## src/rtl/rxring_pkg.sv

```systemverilog
// Package: shared constants and the writer state type.
// Assumes byte-wide memory and 8-bit descriptor fields.
package rxring_pkg;
    localparam int HDR_BYTES    = 4;   // descriptor size in front of payload
    localparam int CRC_BYTES    = 4;   // reserved trailer space for page rounding
    localparam int LEN_W        = 16;  // descriptor length field width
    localparam int STAT_OK_BIT  = 0;   // good-frame bit of the status byte
    localparam int STAT_GRP_BIT = 5;   // group-destination bit of the status byte

    typedef enum logic [1:0] {
        ST_IDLE,
        ST_BODY,
        ST_PAD,
        ST_HDR
    } wr_state_e;
endpackage

```

## src/rtl/rxring_space_chk.sv

```systemverilog
// Module: decides whether the ring has room for one maximum-size frame.
// Assumes cur and bnd lie inside [start, stop); purely combinational.
module rxring_space_chk #(
    parameter int PAGE_W     = 8,
    parameter int OFF_W      = 8,
    parameter int NEED_BYTES = 1518
) (
    input  logic [PAGE_W-1:0] start_pg,
    input  logic [PAGE_W-1:0] stop_pg,
    input  logic [PAGE_W-1:0] bnd_pg,
    input  logic [PAGE_W-1:0] cur_pg,
    output logic              full
);
    localparam int SW = PAGE_W + OFF_W + 2;
    localparam logic signed [SW-1:0] NEED_S = SW'(NEED_BYTES);

    logic signed [SW-1:0] cur_b, bnd_b, start_b, stop_b, avail;

    // Free bytes from the current page up to the boundary page, modulo the ring.
    always_comb begin
        cur_b   = $signed({2'b00, cur_pg,   {OFF_W{1'b0}}});
        bnd_b   = $signed({2'b00, bnd_pg,   {OFF_W{1'b0}}});
        start_b = $signed({2'b00, start_pg, {OFF_W{1'b0}}});
        stop_b  = $signed({2'b00, stop_pg,  {OFF_W{1'b0}}});
        if (cur_pg < bnd_pg)
            avail = bnd_b - cur_b;
        else
            avail = (stop_b - start_b) - (cur_b - bnd_b);
        full = (avail < NEED_S);
    end
endmodule

```

## src/rtl/rxring_next_pg.sv

```systemverilog
// Module: derives the stored length and the page following a frame.
// Assumes frm_pg lies inside the ring; purely combinational.
module rxring_next_pg
    import rxring_pkg::*;
#(
    parameter int PAGE_W = 8,
    parameter int OFF_W  = 8,
    parameter int CNT_W  = 11
) (
    input  logic [PAGE_W-1:0] frm_pg,
    input  logic [PAGE_W-1:0] start_pg,
    input  logic [PAGE_W-1:0] stop_pg,
    input  logic [CNT_W-1:0]  stored_cnt,
    output logic [LEN_W-1:0]  total_len,
    output logic [PAGE_W-1:0] next_pg
);
    localparam int ROUND = CRC_BYTES + (1 << OFF_W) - 1;

    logic [LEN_W:0]  span;
    logic [PAGE_W:0] pg_add, sum, wrapped;

    // Length plus trailer rounded up to whole pages, folded back into the ring.
    always_comb begin
        total_len = LEN_W'(stored_cnt) + LEN_W'(HDR_BYTES);
        span      = {1'b0, total_len} + (LEN_W+1)'(ROUND);
        pg_add    = (PAGE_W+1)'(span >> OFF_W);
        sum       = {1'b0, frm_pg} + pg_add;
        wrapped   = sum - ({1'b0, stop_pg} - {1'b0, start_pg});
        next_pg   = (sum >= {1'b0, stop_pg}) ? wrapped[PAGE_W-1:0] : sum[PAGE_W-1:0];
    end
endmodule

```

## src/rtl/rxring_addr_step.sv

```systemverilog
// Module: advances a ring byte address by one, wrapping at the end page.
// Assumes addr lies inside the ring; purely combinational.
module rxring_addr_step #(
    parameter int PAGE_W = 8,
    parameter int OFF_W  = 8
) (
    input  logic [PAGE_W+OFF_W-1:0] addr,
    input  logic [PAGE_W-1:0]       start_pg,
    input  logic [PAGE_W-1:0]       stop_pg,
    output logic [PAGE_W+OFF_W-1:0] addr_nx
);
    localparam int AW = PAGE_W + OFF_W;

    logic [AW:0] inc;

    // Increment, substituting the ring start when the end address is reached.
    always_comb begin
        inc     = {1'b0, addr} + (AW+1)'(1);
        addr_nx = (inc == {1'b0, stop_pg, {OFF_W{1'b0}}}) ? {start_pg, {OFF_W{1'b0}}}
                                                          : inc[AW-1:0];
    end
endmodule

```

## src/rtl/rxring_writer.sv

```systemverilog
// Module: receive ring writer. Streams payload from offset 4 of the current page,
// pads short frames, writes the descriptor (status last), then commits the new
// current page and raises the receive flag.
// Assumes ring bounds stay fixed during a frame and one input byte per cycle at most.
module rxring_writer
    import rxring_pkg::*;
#(
    parameter int PAGE_W    = 8,
    parameter int OFF_W     = 8,
    parameter int MAX_FRAME = 1514,
    parameter int MIN_FRAME = 60
) (
    input  logic                    clk,
    input  logic                    rst_n,
    input  logic                    halted,
    input  logic [PAGE_W-1:0]       ring_start,
    input  logic [PAGE_W-1:0]       ring_stop,
    input  logic [PAGE_W-1:0]       ring_bnd,
    input  logic                    cur_ld,
    input  logic [PAGE_W-1:0]       cur_ld_pg,
    input  logic                    rx_valid,
    input  logic                    rx_sof,
    input  logic                    rx_eof,
    input  logic                    rx_abort,
    input  logic [7:0]              rx_data,
    input  logic                    irq_clr,
    output logic                    mem_we,
    output logic [PAGE_W+OFF_W-1:0] mem_addr,
    output logic [7:0]              mem_wdata,
    output logic [PAGE_W-1:0]       cur_pg,
    output logic                    irq_rx
);
    localparam int AW         = PAGE_W + OFF_W;
    localparam int CNT_W      = $clog2(MAX_FRAME + 1);
    localparam int NEED_BYTES = MAX_FRAME + CRC_BYTES;
    localparam logic [CNT_W-1:0] MAX_C = CNT_W'(MAX_FRAME);
    localparam logic [CNT_W-1:0] MIN_C = CNT_W'(MIN_FRAME);
    localparam logic [CNT_W-1:0] ONE_C = CNT_W'(1);

    wr_state_e          st;
    logic [AW-1:0]      wptr;
    logic [PAGE_W-1:0]  frm_pg;
    logic [CNT_W-1:0]   cnt;
    logic               grp;
    logic [1:0]         hidx;

    logic               full;
    logic               accept;
    logic [AW-1:0]      first_addr, step_in, step_nx;
    logic [CNT_W-1:0]   cnt_nx;
    logic [LEN_W-1:0]   total_len;
    logic [PAGE_W-1:0]  next_pg;
    logic [7:0]         status_b, hdr_b;

    rxring_space_chk #(.PAGE_W(PAGE_W), .OFF_W(OFF_W), .NEED_BYTES(NEED_BYTES)) u_space (
        .start_pg (ring_start),
        .stop_pg  (ring_stop),
        .bnd_pg   (ring_bnd),
        .cur_pg   (cur_pg),
        .full     (full)
    );

    rxring_next_pg #(.PAGE_W(PAGE_W), .OFF_W(OFF_W), .CNT_W(CNT_W)) u_next (
        .frm_pg     (frm_pg),
        .start_pg   (ring_start),
        .stop_pg    (ring_stop),
        .stored_cnt (cnt),
        .total_len  (total_len),
        .next_pg    (next_pg)
    );

    rxring_addr_step #(.PAGE_W(PAGE_W), .OFF_W(OFF_W)) u_step (
        .addr     (step_in),
        .start_pg (ring_start),
        .stop_pg  (ring_stop),
        .addr_nx  (step_nx)
    );

    // Start-marker admission, first payload address and capped byte count.
    always_comb begin
        accept     = (st == ST_IDLE) && rx_valid && rx_sof && !halted && !full;
        first_addr = {cur_pg, OFF_W'(HDR_BYTES)};
        step_in    = (st == ST_IDLE) ? first_addr : wptr;
        cnt_nx     = (cnt < MAX_C) ? cnt + ONE_C : cnt;
    end

    // Descriptor byte selected by the header index (3 down to 0).
    always_comb begin
        status_b = 8'(1 << STAT_OK_BIT) | (grp ? 8'(1 << STAT_GRP_BIT) : 8'h00);
        case (hidx)
            2'd3:    hdr_b = total_len[15:8];
            2'd2:    hdr_b = total_len[7:0];
            2'd1:    hdr_b = 8'(next_pg);
            default: hdr_b = status_b;
        endcase
    end

    // Frame sequencer: payload, padding, descriptor and commit.
    always_ff @(posedge clk) begin
        if (!rst_n) begin
            st        <= ST_IDLE;
            wptr      <= '0;
            frm_pg    <= '0;
            cnt       <= '0;
            grp       <= 1'b0;
            hidx      <= 2'd3;
            mem_we    <= 1'b0;
            mem_addr  <= '0;
            mem_wdata <= '0;
            cur_pg    <= '0;
            irq_rx    <= 1'b0;
        end else begin
            mem_we <= 1'b0;
            if (cur_ld)  cur_pg <= cur_ld_pg;
            if (irq_clr) irq_rx <= 1'b0;
            case (st)
                ST_IDLE: begin
                    if (accept) begin
                        mem_we    <= 1'b1;
                        mem_addr  <= first_addr;
                        mem_wdata <= rx_data;
                        wptr      <= step_nx;
                        frm_pg    <= cur_pg;
                        cnt       <= ONE_C;
                        grp       <= rx_data[0];
                        hidx      <= 2'd3;
                        if (rx_eof) st <= (ONE_C >= MIN_C) ? ST_HDR : ST_PAD;
                        else        st <= ST_BODY;
                    end
                end
                ST_BODY: begin
                    if (rx_abort) begin
                        st <= ST_IDLE;
                    end else if (rx_valid) begin
                        if (cnt < MAX_C) begin
                            mem_we    <= 1'b1;
                            mem_addr  <= wptr;
                            mem_wdata <= rx_data;
                            wptr      <= step_nx;
                        end
                        cnt <= cnt_nx;
                        if (rx_eof) st <= (cnt_nx >= MIN_C) ? ST_HDR : ST_PAD;
                    end
                end
                ST_PAD: begin
                    mem_we    <= 1'b1;
                    mem_addr  <= wptr;
                    mem_wdata <= 8'h00;
                    wptr      <= step_nx;
                    cnt       <= cnt_nx;
                    if (cnt_nx >= MIN_C) st <= ST_HDR;
                end
                default: begin
                    mem_we    <= 1'b1;
                    mem_addr  <= {frm_pg, OFF_W'(hidx)};
                    mem_wdata <= hdr_b;
                    hidx      <= hidx - 2'd1;
                    if (hidx == 2'd0) begin
                        cur_pg <= next_pg;
                        irq_rx <= 1'b1;
                        st     <= ST_IDLE;
                    end
                end
            endcase
        end
    end

    // Padding cycles always emit a zero write.
    assert_pad_zero_R2: assert property (@(posedge clk) disable iff (!rst_n)
        (st == ST_PAD) |=> (mem_we && mem_wdata == 8'h00));

    // Descriptor writes land in the first four bytes of the frame's page.
    assert_hdr_place_R4: assert property (@(posedge clk) disable iff (!rst_n)
        (st == ST_HDR) |=> (mem_we && mem_addr[OFF_W-1:2] == '0 &&
                            mem_addr[AW-1:OFF_W] == frm_pg));

    // Every write stays inside the configured ring.
    assert_in_ring_R5: assert property (@(posedge clk) disable iff (!rst_n)
        mem_we |-> (mem_addr >= {ring_start, {OFF_W{1'b0}}} &&
                    mem_addr <  {ring_stop,  {OFF_W{1'b0}}}));

    // A refused start marker produces no write.
    assert_refuse_R7: assert property (@(posedge clk) disable iff (!rst_n)
        (st == ST_IDLE && rx_valid && rx_sof && (halted || full)) |=> !mem_we);

    // The flag rises only together with the status-byte write.
    assert_flag_commit_R8: assert property (@(posedge clk) disable iff (!rst_n)
        $rose(irq_rx) |-> (mem_we && mem_addr[OFF_W-1:0] == '0));

    // Stored count never passes the maximum frame size.
    assert_count_cap_R10: assert property (@(posedge clk) disable iff (!rst_n)
        cnt <= MAX_C);

    // The current page moves only on a host load or a commit.
    assert_cur_source_R11: assert property (@(posedge clk) disable iff (!rst_n)
        !$stable(cur_pg) |-> ($past(cur_ld) ||
                              (irq_rx && mem_we && mem_addr[OFF_W-1:0] == '0)));

    // Status byte carries only the good and group bits.
    assert_status_bits_R12: assert property (@(posedge clk) disable iff (!rst_n)
        (st == ST_HDR && hidx == 2'd0) |=> (mem_wdata[0] && (mem_wdata & 8'hDE) == 8'h00));
endmodule

```

## config.mk

```make
export PLATFORM = sky130hd
export DESIGN_NAME = rxring_writer
export DESIGN_NICKNAME = d
export VERILOG_FILES = /design/src/rtl/rxring_pkg.sv /design/src/rtl/rxring_space_chk.sv /design/src/rtl/rxring_next_pg.sv /design/src/rtl/rxring_addr_step.sv /design/src/rtl/rxring_writer.sv
export SDC_FILE = /design/constraint.sdc
export NUM_CORES = 1
export LEC_CHECK = 0
export BUFFER_PORTS_ARGS = -buffer_cell sky130_fd_sc_hd__buf_2
export CAP_MARGIN = 30
export CELL_PAD_IN_SITES_DETAIL_PLACEMENT = 1
export CELL_PAD_IN_SITES_GLOBAL_PLACEMENT = 1
export CORE_MARGIN = 2
export CORE_UTILIZATION = 45
export DETAILED_ROUTE_END_ITERATION = 8
export GPL_ROUTABILITY_DRIVEN = 0
export PLACE_DENSITY_LB_ADDON = 0.05
export SLEW_MARGIN = 20
export SYNTH_ARGS = -nofsm -noshare
export SYNTH_HDL_FRONTEND = slang
export SYNTH_HIERARCHICAL = 1
export SYNTH_SLANG_ARGS = --single-unit
```

## constraint.sdc

```tcl
create_clock -name clk -period 15.8 [get_ports clk]
set_clock_uncertainty 0.15 [all_clocks]
set_input_delay 0.79 -clock clk [delete_from_list [all_inputs] [get_ports clk]]
set_output_delay 0.79 -clock clk [all_outputs]
set_load 0.03 [all_outputs]
```

# --- Yosys cells after proc, flatten, opt, wreduce, memory -nomap -nowiden ---
# Index checks and enable logic that the tools add are counted.
classes:
  addsub: 12
  n_lt_le_gt_ge: 5
  n_eq_ne: 13
  muxes: 48
  bitwise_logic: 1
  n_reduce_logical: 18
ops:
  columns: ["cell", "n"]
  rows:
  - ["$mux 16", 10]
  - ["$pmux 16 s3", 2]
  - ["$mux 8", 8]
  - ["$sub 16x16->17", 3]
  - ["$pmux 8 s3", 2]
  - ["$mux 11", 4]
  - ["$pmux 11 s3", 1]
  - ["$lt 18x12->1 const B", 1]
  - ["$mux 18", 1]
  - ["$sub 18x18->18", 1]
  - ["$add 16x1->17 const B", 1]
  - ["$add 16x9->17 const B", 1]
  - ["$eq 17x16->1", 1]
  - ["$mux 2", 8]
  - ["$sub 8x8->8", 2]
  - ["$add 11x3->12 const B", 1]
  - ["$add 11x1->11 const B", 1]
  - ["$ge 11x6->1 const B", 1]
  - ["$lt 11x11->1 const B", 1]
  - ["$ne 2x2->1 const B", 5]
  - ["$reduce_and 5->1", 2]
  - ["$add 8x9->9", 1]
  - ["$ge 9x8->1", 1]
  - ["$lt 8x8->1", 1]
  - ["19 further kinds", 37]
word_totals:
  reg_bits: 74
  in_bits: 49
  output_inout_bits: 34
  word_cells: 108

# --- Logic depth before layout (Yosys ltp) ---
# Gate-level depths: netlist (run 1).
logic_depth:
  word_depth: 9
  ltp_mapped: 26
  depth_no_buf: 26

# --- Modules after synthesis ---
# Netlist (run 1), hierarchy kept.
by_module_without_submodules:
  columns: ["mod", "instances", "cells_per_inst", "area_per_inst_um2", "seq_area_each_um2"]
  rows:
  - ["rxring_writer", 1, 485, 3798.6, 1481.4]
  - ["rxring_space_chk", 1, 210, 1498.9, 0.0]
  - ["rxring_next_pg", 1, 184, 1427.6, 0.0]
  - ["rxring_addr_step", 1, 90, 750.7, 0.0]

# --- Worst setup path after synthesis (run 1) ---
# No wires, ideal clock.
synth_timing:
  path_kind: "reg2reg"
  from: "register cnt[3]"
  to: "register mem_wdata[7]"
  setup_time_ps: 132
  t_arrival_ps: 5103
  required_time_ps: 15518
  path_slack_ps: 10416
  stages_incl_launch_ff: 26
  n_path_buf: 0
  synth_period_minus_slack_ps: 5384
  path_cell_list: "dfxtp_1 -> ha_1 -> nand4b_1 -> a31o_2 -> nor4_1 -> nor2_1 -> xnor2_1 -> ha_1 -> a21o_1 -> a21oi_2 -> o21bai_1 -> a21oi_1 -> xnor2_1 -> inv_1 -> fa_1 -> inv_1 -> ha_1 -> o21a_1 -> nor2_1 -> or3_1 -> a21bo_1 -> xnor2_1 -> a222oi_1 -> nor2_1 -> a211oi_1 -> nor3_1"
synth_via:
  elab_chain_len: 7
  elab_cells_between_ends: 11
  classes_between: "add/sub (4); order compare (2); eq/ne (1); mux (3); reduce/logical (1)"
synth_rtl:
  columns: ["item", "line", "source"]
  rows:
  - ["from (decl)", "rxring_writer.sv:43", "logic [CNT_W-1:0] cnt;"]
  - ["from (signal assigned)", "rxring_writer.sv:141", "cnt <= cnt_nx;"]
  - ["from (signal assigned)", "rxring_writer.sv:150", "cnt <= cnt_nx;"]
  - ["$add 11x3->12 *", "rxring_next_pg.sv:24", "total_len = LEN_W'(stored_cnt) + LEN_W'(HDR_BYTES);"]
  - ["$add 16x9->17 *", "rxring_next_pg.sv:25", "span = {1'b0, total_len} + (LEN_W+1)'(ROUND);"]
  - ["$add 8x9->9 *", "rxring_next_pg.sv:27", "sum = {1'b0, frm_pg} + pg_add;"]
  - ["$sub 8x8->8 / $ge 9x8->1 (equally long branches)", "rxring_next_pg.sv:28, rxring_next_pg.sv:29", null]
  - ["$mux 8 *", "rxring_next_pg.sv:29", "next_pg = (sum >= {1'b0, stop_pg}) ? wrapped[PAGE_W-1:0] : sum[PAGE_W-1:0];"]
  - ["named net next_pg[7]", "rxring_writer.sv:52", "logic [PAGE_W-1:0] next_pg;"]
  - ["$pmux 8 s3 *", "rxring_writer.sv:90", "case (hidx)"]
  - ["$pmux 8 s3 *", "rxring_writer.sv:116", "case (st)"]
  - ["to (signal assigned)", "rxring_writer.sv:121", "mem_wdata <= rx_data;"]
  - ["to (signal assigned)", "rxring_writer.sv:138", "mem_wdata <= rx_data;"]
  - ["to (signal assigned)", "rxring_writer.sv:156", "mem_wdata <= hdr_b;"]
  - ["to (decl)", "rxring_writer.sv:29", "output logic [7:0] mem_wdata,"]
# Mark *: on every way through the listed nets, which the timed path passes. The rest lies on a longest branch.
# A chain may end at the register's enable or synchronous reset.

# --- Worst setup path after layout (run 1) ---
layout_timing:
  from: "register cur_pg[1]"
  to: "register cnt[4]"
layout_via:
  elab_chain_len: 8
  elab_cells_between_ends: 10
  classes_between: "add/sub (3); order compare (2); eq/ne (1); mux (1); reduce/logical (3)"
layout_rtl:
  columns: ["item", "line", "source"]
  rows:
  - ["from (decl)", "rxring_writer.sv:30", "output logic [PAGE_W-1:0] cur_pg,"]
  - ["from (signal assigned)", "rxring_writer.sv:114", "if (cur_ld) cur_pg <= cur_ld_pg;"]
  - ["from (signal assigned)", "rxring_writer.sv:159", "cur_pg <= next_pg;"]
  - ["$sub 16x16->17", "rxring_space_chk.sv:28", "avail = (stop_b - start_b) - (cur_b - bnd_b);"]
  - ["$sub 18x18->18", "rxring_space_chk.sv:28", null]
  - ["$mux 18 *", "rxring_space_chk.sv:25", "if (cur_pg < bnd_pg)"]
  - ["$lt 18x12->1 *", "rxring_space_chk.sv:29", "full = (avail < NEED_S);"]
  - ["named net full", "rxring_writer.sv:47", "logic full;"]
  - ["$logic_not 1->1 *", "rxring_writer.sv:81", "accept = (st == ST_IDLE) && rx_valid && rx_sof && !halted && !full;"]
  - ["$logic_and 1x1->1 *", "rxring_writer.sv:81", null]
  - ["$ne 2x2->1 (no line) *", null, null]
  - ["$reduce_and 4->1 (no line) *", null, null]
# Marks and branches as above.

==> results by group, run 1 <==
Status
  – Status: complete, no violations

Synthesis
  – Synth cell types: 108
  – Synth Instances: 969
  – EDFF count, synth: 0
  – Synth warn: 6
  – Main synth FF type: dfxtp_1
  – Post-synth ARST share: 0
  – Synthesis-stage register bit count: 74
  – Synth Area per Inst: 7.72 um^2
  – Sequential area share after synthesis: 0.198
  – Syn Std Cell Area: 7480 um^2

Routing
  – Vias: 7207
  – Routed WL per cell: 18.6 um
  – Routed wire length: 23.2 mm
  – Via density: 5.77
  – DRC: 0
  – Drt first pass iters: 7
  – Initial DRC Count: 398
  – Antenna-violating nets left: 0

CTS
  – Root Buffer: clkbuf_16
  – Clk_lat worst skew: 350 ps
  – CTS Sinks: 74
  – Hold_buf cts: 0
  – Clock buffer depth: 2
  – Setup repair bufs after CTS: 0
  – H-tree levels: 3
  – TritonCTS clock tree: yes
  – Post-cts resize count: 0
  – CTS Buf Count: 9
  – Clock transition at path regs: 70 ps

Placement
  – Port buffer count: 82
  – Area after DPL: 7980 um^2
  – Dpl ws: 9240 ps
  – HPWL Detailed: 18.2 mm

Cells and area
  – Final instance area: 8290 um^2
  – Area of the multi-input gates: 5460 um^2
  – Synth-to-Final Area Change: 10.9%
  – Fillers: 2096
  – Antenna diodes: 0
  – Layout cell share with drive strength beyond 1: 0.168
  – Storage cell area: 1480 um^2
  – Most frequent cells in the layout: nand2_1, inv_1, buf_2
  – Nets: 1150
  – Commonest non-fill, non-tap cell in the layout: nand2_1

STA
  – Slew Viols, Final: 0
  – Worst-Margin Slew: 862 ps
  – Final Hold Fails: 0
  – Min Tclk post-route: 6300 ps
  – Fmax: 0.159 GHz
  – Setup TNS: 0 ps
  – Setup violators final: 0
  – Post-route clock period utilization: 0.399
  – Slew headroom: 0.424
  – Worst setup margin: 9500 ps
  – RSZ-0062 raised after global routing: false
  – WHS: 304 ps

Floorplanning
  – Initial Util: 0.456
  – Die X: 133 um
  – Row cnt: 47
  – Full die area: 17700 um^2
  – Ports: 83
  – Core area: 16400 um^2
  – Die height: 133 um

GRT
  – Antenna violations before repair: 0
  – GRT Total Usage: 0.265
  – Vias in the first global route: 7325
  – First-pass GRT wire length: 37.5 mm
  – Largest net degree at the start of global routing: 72
  – GRT Residual Overflow: 0

Critical path
  – Critical Path Source Type: register
  – R2R cell count: 21
  – Worst Setup Path Type: reg2reg
  – R2R setup slack: 9500 ps
  – Req. time, crit path: 15930 ps
  – CP Data Arrival Time: 6430 ps
  – Maximum fanout along the worst path: 13
  – Type of element capturing the critical path: register

Hold path
  – Hold path depth: 2
  – Worst Hold Class: reg2reg

Power and ir drop
  – PD cells: 90.7 nW/um^2
  – Leak pwr: 3.57 nW
  – Peak VDD IR: 84.0 uV

Flow run
  – Max Cap Viol: 0
-- path summary, 6_finish.rpt --
kind,startpoint,end
worst max-delay path,cur_pg[1]$_SDFF_PN0_,cnt[4]$_SDFFE_PN0P_
worst min-delay path,mem_addr[6]$_SDFFE_PN0P_,mem_addr[6]$_SDFFE_PN0P_
worst max register to register,cur_pg[1]$_SDFF_PN0_,cnt[4]$_SDFFE_PN0P_
worst min register to register,mem_addr[6]$_SDFFE_PN0P_,mem_addr[6]$_SDFFE_PN0P_
-- area by class of cell --
class | count | share of cell area
repair buffers | 87 | 0.0549
clock inverters | 7 | 0.00800
inverters | 86 | 0.0389
clock buffers | 9 | 0.0272
well taps | 220 | 0.0332
flip-flops and latches | 74 | 0.179
multi-input cells | 766 | 0.659
-- cell usage after synthesis (16+ instances only) --
cell type,instances,share of area
o21ai_0,36,0.024
dfxtp_1,74,0.20
nand3_1,16,0.011
inv_1,84,0.042
xor2_1,20,0.023
a211oi_1,23,0.023
mux2_2,16,0.024
nor3_1,21,0.014
clkbuf_1,26,0.013
nor2b_1,21,0.018
nand2_1,128,0.064
ha_1,65,0.11
xnor2_1,36,0.042
nor2_1,75,0.038
a21oi_1,68,0.046
mux2i_1,21,0.028
-- registers in the layout, indices dropped and copies added (netlist names) --
register   count
irq_rx         1
st             2
cur_pg         8
cnt           11
frm_pg         8
wptr          16
mem_addr      16
mem_we         1
mem_wdata      8
hidx           2
grp            1
-- where the power goes --
group,internal (mW),total [mW],switching [mW]
Sequential,0.203,0.218,0.0152
Clock,0.112,0.208,0.0963
Combinational,0.117,0.326,0.209
Total,0.432,0.752,0.320
-- through the flow --
step	util	instances	total power [mW]
finish	0.505	1249	0.752
global route	0.505	1249	0.800
CTS	0.504	1248	0.753
detailed placement	0.487	1232	0.544
global placement	0.487	1232	0.538
floorplan	-	973	0.457
-- metal layers --
layer / share of wire / wire (um) / vias to the layer above / GRT usage
met4: 0.031 / 712 / 0 / 0.0914
met3: 0.042 / 978 / 41 / 0.0349
li1: - / - / 3510 / -
met2: 0.47 / 10900 / 158 / 0.444
met1: 0.46 / 10600 / 3498 / 0.352
met5: 0 / 0 / - / 0
-- worst max-delay path: stages (launching register included) --
cell and delay (ps):
dfxtp_1 560, inv_1 190, ha_1 340, nor2b_1 130, o21ai_0 240, a21boi_0 160
o21ai_0 260, nand2b_1 110, xnor2_1 160, ha_1 420, and3_4 230, nand2_1 80
a31oi_1 200, o221ai_1 150, o32a_1 180, nor2_1 190, nand4_1 720, a21boi_2 690
nand2_1 280, or2_1 310, or3_1 320, a21oi_1 140
-- kinds of logic (layout without fill, tap and decap cells) --
family | after synthesis | after routing | synth area share
buf+inv | 133 | 189 | 0.0730
simple gates | 346 | 346 | 0.234
fa+ha+maj | 77 | 77 | 0.141
compound gates | 241 | 241 | 0.224
other cells | 1 | 5 | 0.000502
flops | 74 | 74 | 0.198
xor+xnor | 59 | 59 | 0.0745
mux | 38 | 38 | 0.0542
No activity file was read; power rests on OpenSTA's default activity.
==> run 2, diff against run 1 <==
Clock period 15.8 ns to 5.9 ns, I/O delays scaled along.
==> run 2 against run 1 <==
Effect of this change:
- final cell count is 1.1% higher
- power grew to 2.8 times the previous value
- utilization is 1.3 points higher
- clock-buffer cell count is 2 higher
- via count is 0.19% higher
- sequential cell count stayed put
- non-clock buffer count is 14 higher
==> results by group, run 2 (synthesized netlist as in run 1, its figures left out) <==
Cells and area
  – Regs by FF count: mem_addr (16), wptr (16), cnt (11)
  – Final cell count without fillers: 1263 (+1.1%)
  – Most frequent cells in the layout: nand2_1, inv_1, buf_2
  – Commonest non-fill, non-tap cell in the layout: nand2_1
  – Synth-to-Final Area Change: 13.6%
  – Antenna diodes: 0 (unchanged)
  – Layout cell share with drive strength beyond 1: 0.187 (+0.0188)
  – Nets: 1164 (+1.2%)
  – Fillers: 2105 (+0.43%)

Floorplanning
  – Initial Util: 0.456 (unchanged)
  – Ports: 83 (unchanged)
  – Full die area: 17700 um^2 (unchanged)
  – Die height: 133 um (unchanged)
  – Core area: 16400 um^2 (unchanged)
  – Row cnt: 47 (unchanged)
  – Die X: 133 um (unchanged)

Power and ir drop
  – Pwr Total: 2.11 mW (+180%)
  – Combinational power share: 0.427 (-0.007)
  – Leak pwr: 3.68 nW (+3.0%)
  – Sw Ratio: 0.400 (-0.0257)
  – Peak VDD IR: 157 uV (+86%)
  – Clock network power share: 0.301 (+0.025)
  – Power Internal: 1.27 mW (+190%)
  – PD cells: 248 nW/um^2 (+170%)
  – Net Sw Power: 0.845 mW (+160%)
  – Sequential power share: 0.272 (-0.018)

CTS
  – Clk_lat worst skew: 350 ps (about the same)
  – Setup repair bufs after CTS: 0 (unchanged)
  – H-tree levels: 3 (unchanged)
  – TritonCTS clock tree: yes
  – CTS Buf Count: 9 (unchanged)
  – Root Buffer: clkbuf_16
  – Clock transition at path regs: 60 ps (about the same)
  – Hold_buf cts: 0 (unchanged)
  – Clock buffer depth: 2 (unchanged)
  – Post-cts resize count: 0 (unchanged)
  – CTS Sinks: 74 (unchanged)

STA
  – Post-route clock period utilization: 0.948 (+0.549)
  – Final Hold Fails: 0 (unchanged)
  – Fmax: 0.179 GHz (+13%)
  – Min Tclk post-route: 5590 ps (-708 ps)
  – Slew headroom: 0.377 (-0.0469)
  – Setup violators final: 0 (unchanged)
  – Worst-Margin Slew: 934 ps (+72.9 ps)
  – WHS: 48.5 ps (-255 ps)
  – Slew Viols, Final: 0 (unchanged)

Placement
  – Cells after DPL: 1247 (+1.2%)
  – Port buffer count: 82 (unchanged)
  – HPWL Detailed: 18.2 mm (-0.29%)

Critical path
  – Crit path to: mem_wdata[7]$_SDFFE_PN0P_
  – Worst Setup Path Type: reg2reg
  – CP Data Arrival Time: 5640 ps (-790 ps)
  – Critical Path Source Type: register
  – R2R cell count: 25 (+19%)
  – Reg2reg end: mem_wdata[7]$_SDFFE_PN0P_
  – Maximum fanout along the worst path: 14 (+1)
  – Worst setup path startpoint: cnt[2]$_SDFFE_PN0P_
  – Type of element capturing the critical path: register
  – R2R setup slack: 310 ps (-9190 ps)
  – Req. time, crit path: 5950 ps (-9980 ps)
  – RR Startpoint: cnt[2]$_SDFFE_PN0P_

GRT
  – GRT Total Usage: 0.268 (+0.00314)
  – Largest net degree at the start of global routing: 72 (unchanged)
  – M2 GR Usage: 0.450 (+0.00633)
  – Vias in the first global route: 7253 (-0.98%)
  – GRT met1 Usage: 0.360 (+0.00818)
  – GRT Max-Usage Layer: met2
  – First-pass GRT wire length: 38.0 mm (+1.5%)
  – M3 GR Usage: 0.0280 (-0.00690)
  – Antenna violations before repair: 0 (unchanged)
  – GRT Residual Overflow: 0 (unchanged)

Routing
  – Routed wire length: 23.4 mm (+0.69%)
  – Antenna-violating nets left: 0 (unchanged)
  – Routed WL per cell: 18.5 um (-0.42%)
  – Drt first pass iters: 5 (-2)
  – DRC: 0 (unchanged)
  – Via density: 5.72 (-0.92%)
  – Initial DRC Count: 290 (-27%)
  – Vias: 7221 (+0.19%)

Status
  – Status: complete, no violations

Flow run
  – Max Cap Viol: 0 (unchanged)

Hold path
  – Worst Hold Class: in2reg
## run 2: changes by cell type in the layout (fill, tap and decap cells not counted), sizes merged
cell,before,now
inv,93,87
clkinv,0,1
bufinv,0,2
buf,87,101
clkbuf,9,11
clkinvlp,0,1
## run 2: layout make-up
class / count / area [um^2] / share of cell area
Clock buffer: 11 / 253 / 0.0297
Tap cell: 220 / 275 / 0.0324
Clock inverter: 5 / 85.1 / 0.0100
Inverter: 86 / 323 / 0.0380
Sequential cell: 74 / 1480 / 0.175
Multi-Input combinational cell: 766 / 5520 / 0.650
Timing Repair Buffer: 101 / 553 / 0.0651
## run 2: worst min path at each step
stage               slack, ps                       end  cells after the start                     start
finish                     50      hidx[0]$_SDFFE_PN1P_                      2                     rst_n
detailed placement        290  mem_addr[4]$_SDFFE_PN0P_                      2  mem_addr[4]$_SDFFE_PN0P_
CTS                        50          grp$_SDFFE_PN0P_                      3                rx_data[0]
global placement          290  mem_addr[4]$_SDFFE_PN0P_                      2  mem_addr[4]$_SDFFE_PN0P_
global route               50      hidx[0]$_SDFFE_PN1P_                      2                     rst_n
floorplan                 210      hidx[0]$_SDFFE_PN1P_                      1                     rst_n
## run 2: metrics by stage
step	TNS (ps)	setup slack, ps	cell area [um^2]	util
final	0	308	8500	0.518
after global placement	0	293	8100	0.493
after floorplan	0	516	7490	-
after global routing	-39.8	-38.4	8500	0.518
after CTS	0	158	8430	0.514
after detailed placement	0	174	8100	0.493
## run 2: worst max-delay path, stage by stage, from the launching register on
cell       delay [ps]
dfxtp_1           320
buf_4             180
nand2_2           140
nand4b_1          120
a31o_2            280
nor4_2            230
nor2_1            130
xnor2_2           230
ha_1              260
a21o_1            210
a21oi_4           190
xnor2_1           180
inv_1             100
fa_1              490
inv_1              40
ha_1              340
nand2_1            80
o21ai_2           200
a2111oi_4         110
or3_1             360
a21bo_1           210
xnor2_1           150
a222oi_1          370
nor2_1            100
a211oi_2          200
nor3_1             70
## run 2: layer usage
layer,vias up,wire length [um]
met5,-,0
met4,0,609
met3,33,716
met2,138,11000
met1,3531,11000
li1,3519,-
## run 2: power groups by stage
stage	Clock, mW	Combinational (mW)	Sequential [mW]
after CTS	0.641	0.896	0.574
after global placement	0	0.878	0.584
after detailed placement	0	0.889	0.584
final	0.635	0.901	0.575
after floorplan	0	0.590	0.635
after global routing	0.662	0.999	0.580
==> run 3, diff against run 2 <==
Settings changed: PLACE_DENSITY set to 0.9, PLACE_DENSITY_LB_ADDON 0.05 to not set.
==> run 3 against run 2 <==
Effect of this change:
- global-route usage increased by 1.0 points
- largest power group unchanged
- register-to-register slack got worse by 190 ps
- setup slack worse by 190 ps
- largest cell class unchanged
- critical path type unchanged
==> results by group, run 3 (synthesized netlist as in run 1, its figures left out) <==
STA
  – Min Tclk post-route: 5780 ps (+192 ps)
  – Final Hold Fails: 0 (unchanged)
  – Fmax: 0.173 GHz (-3.3%)
  – Worst-Margin Slew: 936 ps (+1.90 ps)
  – Slew Viols, Final: 0 (unchanged)
  – Slew headroom: 0.376 (-0.00126)
  – Setup TNS: 0 ps (unchanged)
  – Setup violators final: 0 (unchanged)
  – RSZ-0062 raised after global routing: true
  – Post-route clock period utilization: 0.980 (+0.0326)

GRT
  – GRT Total Usage: 0.278 (+0.0100)
  – GRT Residual Overflow: 0 (unchanged)
  – First-pass GRT wire length: 39.4 mm (+3.6%)
  – Largest net degree at the start of global routing: 72 (unchanged)
  – Antenna violations before repair: 0 (unchanged)
  – Vias in the first global route: 7600 (+4.8%)

Critical path
  – Req. time, crit path: 5940 ps (about the same)
  – CP Data Arrival Time: 5820 ps (+180 ps)
  – Buf+Inv Stages, Crit Path: 2 (-1)
  – R2R cell count: 26 (+4.0%)
  – Critical Path Source Type: register
  – Worst Setup Path Type: reg2reg
  – Cell family with most CP delay: compound AO/OA/AOI/OAI gates
  – Reg2reg end: mem_wdata[7]$_SDFFE_PN0P_
  – RR Startpoint: cnt[3]$_SDFFE_PN0P_
  – Type of element capturing the critical path: register
  – Max incr delay on CP: 480 ps (about the same)
  – Worst path slowest cell: fa_1
  – Maximum fanout along the worst path: 6 (-8)
  – R2R setup slack: 120 ps (-190 ps)

Power and ir drop
  – Net Sw Power: 0.865 mW (+2.4%)
  – Power Internal: 1.26 mW (-0.45%)
  – Sw Ratio: 0.407 (+0.00676)
  – Clock network power share: 0.295 (-0.006)
  – Combinational power share: 0.431 (+0.004)
  – PD cells: 249 nW/um^2 (+0.34%)
  – Peak VDD IR: 182 uV (+16%)
  – Sequential power share: 0.273 (about the same)
  – Leak pwr: 3.70 nW (+0.54%)

Routing
  – Vias: 7528 (+4.3%)
  – Routed wire length: 25.1 mm (+7.3%)
  – Drt first pass iters: 5 (unchanged)
  – DRC: 0 (unchanged)
  – Routed WL per cell: 19.9 um (+7.3%)
  – Antenna-violating nets left: 0 (unchanged)
  – Initial DRC Count: 487 (+68%)
  – Via density: 5.96 (+4.2%)

Floorplanning
  – Initial Util: 0.456 (unchanged)
  – Full die area: 17700 um^2 (unchanged)
  – Die height: 133 um (unchanged)
  – Core area: 16400 um^2 (unchanged)
  – Die X: 133 um (unchanged)
  – Ports: 83 (unchanged)
  – Row cnt: 47 (unchanged)

CTS
  – Root Buffer: clkbuf_16
  – Hold_buf cts: 0 (unchanged)
  – Clk_lat worst skew: 350 ps (about the same)
  – CTS Sinks: 74 (unchanged)
  – H-tree levels: 3 (unchanged)
  – TritonCTS clock tree: yes
  – Clock buffer depth: 2 (unchanged)
  – Clock transition at path regs: 70 ps (about the same)
  – CTS Buf Count: 9 (unchanged)

Hold path
  – Worst Hold Class: in2reg
  – Worst Hold Endpoint: hidx[0]$_SDFFE_PN1P_
  – Hold path depth: 2 (unchanged)
  – Hold path start: rst_n

Cells and area
  – Util after Layout: 0.520 (+0.00175)
  – Layout cell share with drive strength beyond 1: 0.189 (+0.00174)
  – Most frequent cells in the layout: nand2_1, inv_1, buf_2
  – Synth-to-Final Area Change: 14.0%
  – Regs by FF count: mem_addr (16), wptr (16), cnt (11)
  – Commonest non-fill, non-tap cell in the layout: nand2_1
  – Final instance area: 8520 um^2 (+0.34%)
  – Nets: 1165 (+0.086%)
  – Antenna diodes: 0 (unchanged)

Flow run
  – Max Cap Viol: 0 (unchanged)

Placement
  – HPWL Detailed: 18.1 mm (-0.26%)
  – Area after DPL: 8080 um^2 (-0.19%)
  – Port buffer count: 82 (unchanged)

Status
  – Status: complete, no violations
==> run 3: repair_timing <==
action                                  4_1_cts  5_1_grt
cloned                                        0        0
buffers inserted                              0        2
resized for setup                             1       13
pin swaps                                     0        7
endpoints found under the setup margin        1        7
==> run 3: layout make-up <==
class | instances | area, um^2
inverter | 86 | 323
timing repair buffer | 102 | 568
tap | 220 | 275
clock inverter | 6 | 95.1
sequential | 74 | 1490
clock buffer | 10 | 239
multi-input combinational | 766 | 5540
fill | 2044 | 7880
==> run 3: power groups by stage <==
stage	clock, mW	combinational [mW]	sequential, mW
3_5_place_dp	0	0.877	0.590
3_3_place_gp	0	0.848	0.588
2_1_floorplan	0	0.590	0.635
4_1_cts	0.634	0.891	0.580
6_report	0.628	0.916	0.581
5_1_grt	0.656	1.00	0.585
==> run 3: routing by layer <==
metal  part of all wire  GRT usage
met2               0.49      0.478
met5                  0          0
met3              0.065     0.0387
met4              0.026      0.104
met1               0.42      0.355
==> run 3: worst max path at each step <==
| stage | startpoint | to | cells after the start |
|---|---|---|---|
| after floorplan | cnt[3]$_SDFFE_PN0P_ | mem_wdata[7]$_SDFFE_PN0P_ | 25 |
| after global placement | cnt[2]$_SDFFE_PN0P_ | mem_wdata[7]$_SDFFE_PN0P_ | 25 |
| after detailed placement | cnt[4]$_SDFFE_PN0P_ | mem_wdata[7]$_SDFFE_PN0P_ | 25 |
| after CTS | cnt[2]$_SDFFE_PN0P_ | mem_wdata[7]$_SDFFE_PN0P_ | 26 |
| after global routing | cnt[2]$_SDFFE_PN0P_ | mem_wdata[7]$_SDFFE_PN0P_ | 25 |
| final | cnt[3]$_SDFFE_PN0P_ | mem_wdata[7]$_SDFFE_PN0P_ | 26 |
==> run 3: per-stage QoR <==
step / hold WS (ps) / instances / worst slack (ps) / total power, mW
finish: 43.4 / 1264 / 116 / 2.12
global route: 50.8 / 1264 / -207 / 2.24
CTS: 39.6 / 1261 / 3.45 / 2.11
detailed placement: 297 / 1245 / 130 / 1.47
global placement: 291 / 1245 / 354 / 1.44
floorplan: 207 / 973 / 516 / 1.22
==> run 3: worst register-to-register path: stages (launching register included) <==
cell and delay (ps):
dfxtp_1 320, ha_2 220, a21oi_1 130, o21ai_0 90, a31o_2 310, nor4_4 240
nor2_2 100, xnor2_2 230, ha_1 270, a21o_1 190, a21oi_2 210, o21bai_1 90
a21oi_1 180, xnor2_1 180, inv_1 90, fa_1 480, inv_1 40, ha_1 320
o21a_1 130, nor2_1 50, or3_1 380, a21bo_1 230, xnor2_1 150, a222oi_1 380
nor2_1 120, a211oi_2 230, nor3_1 80
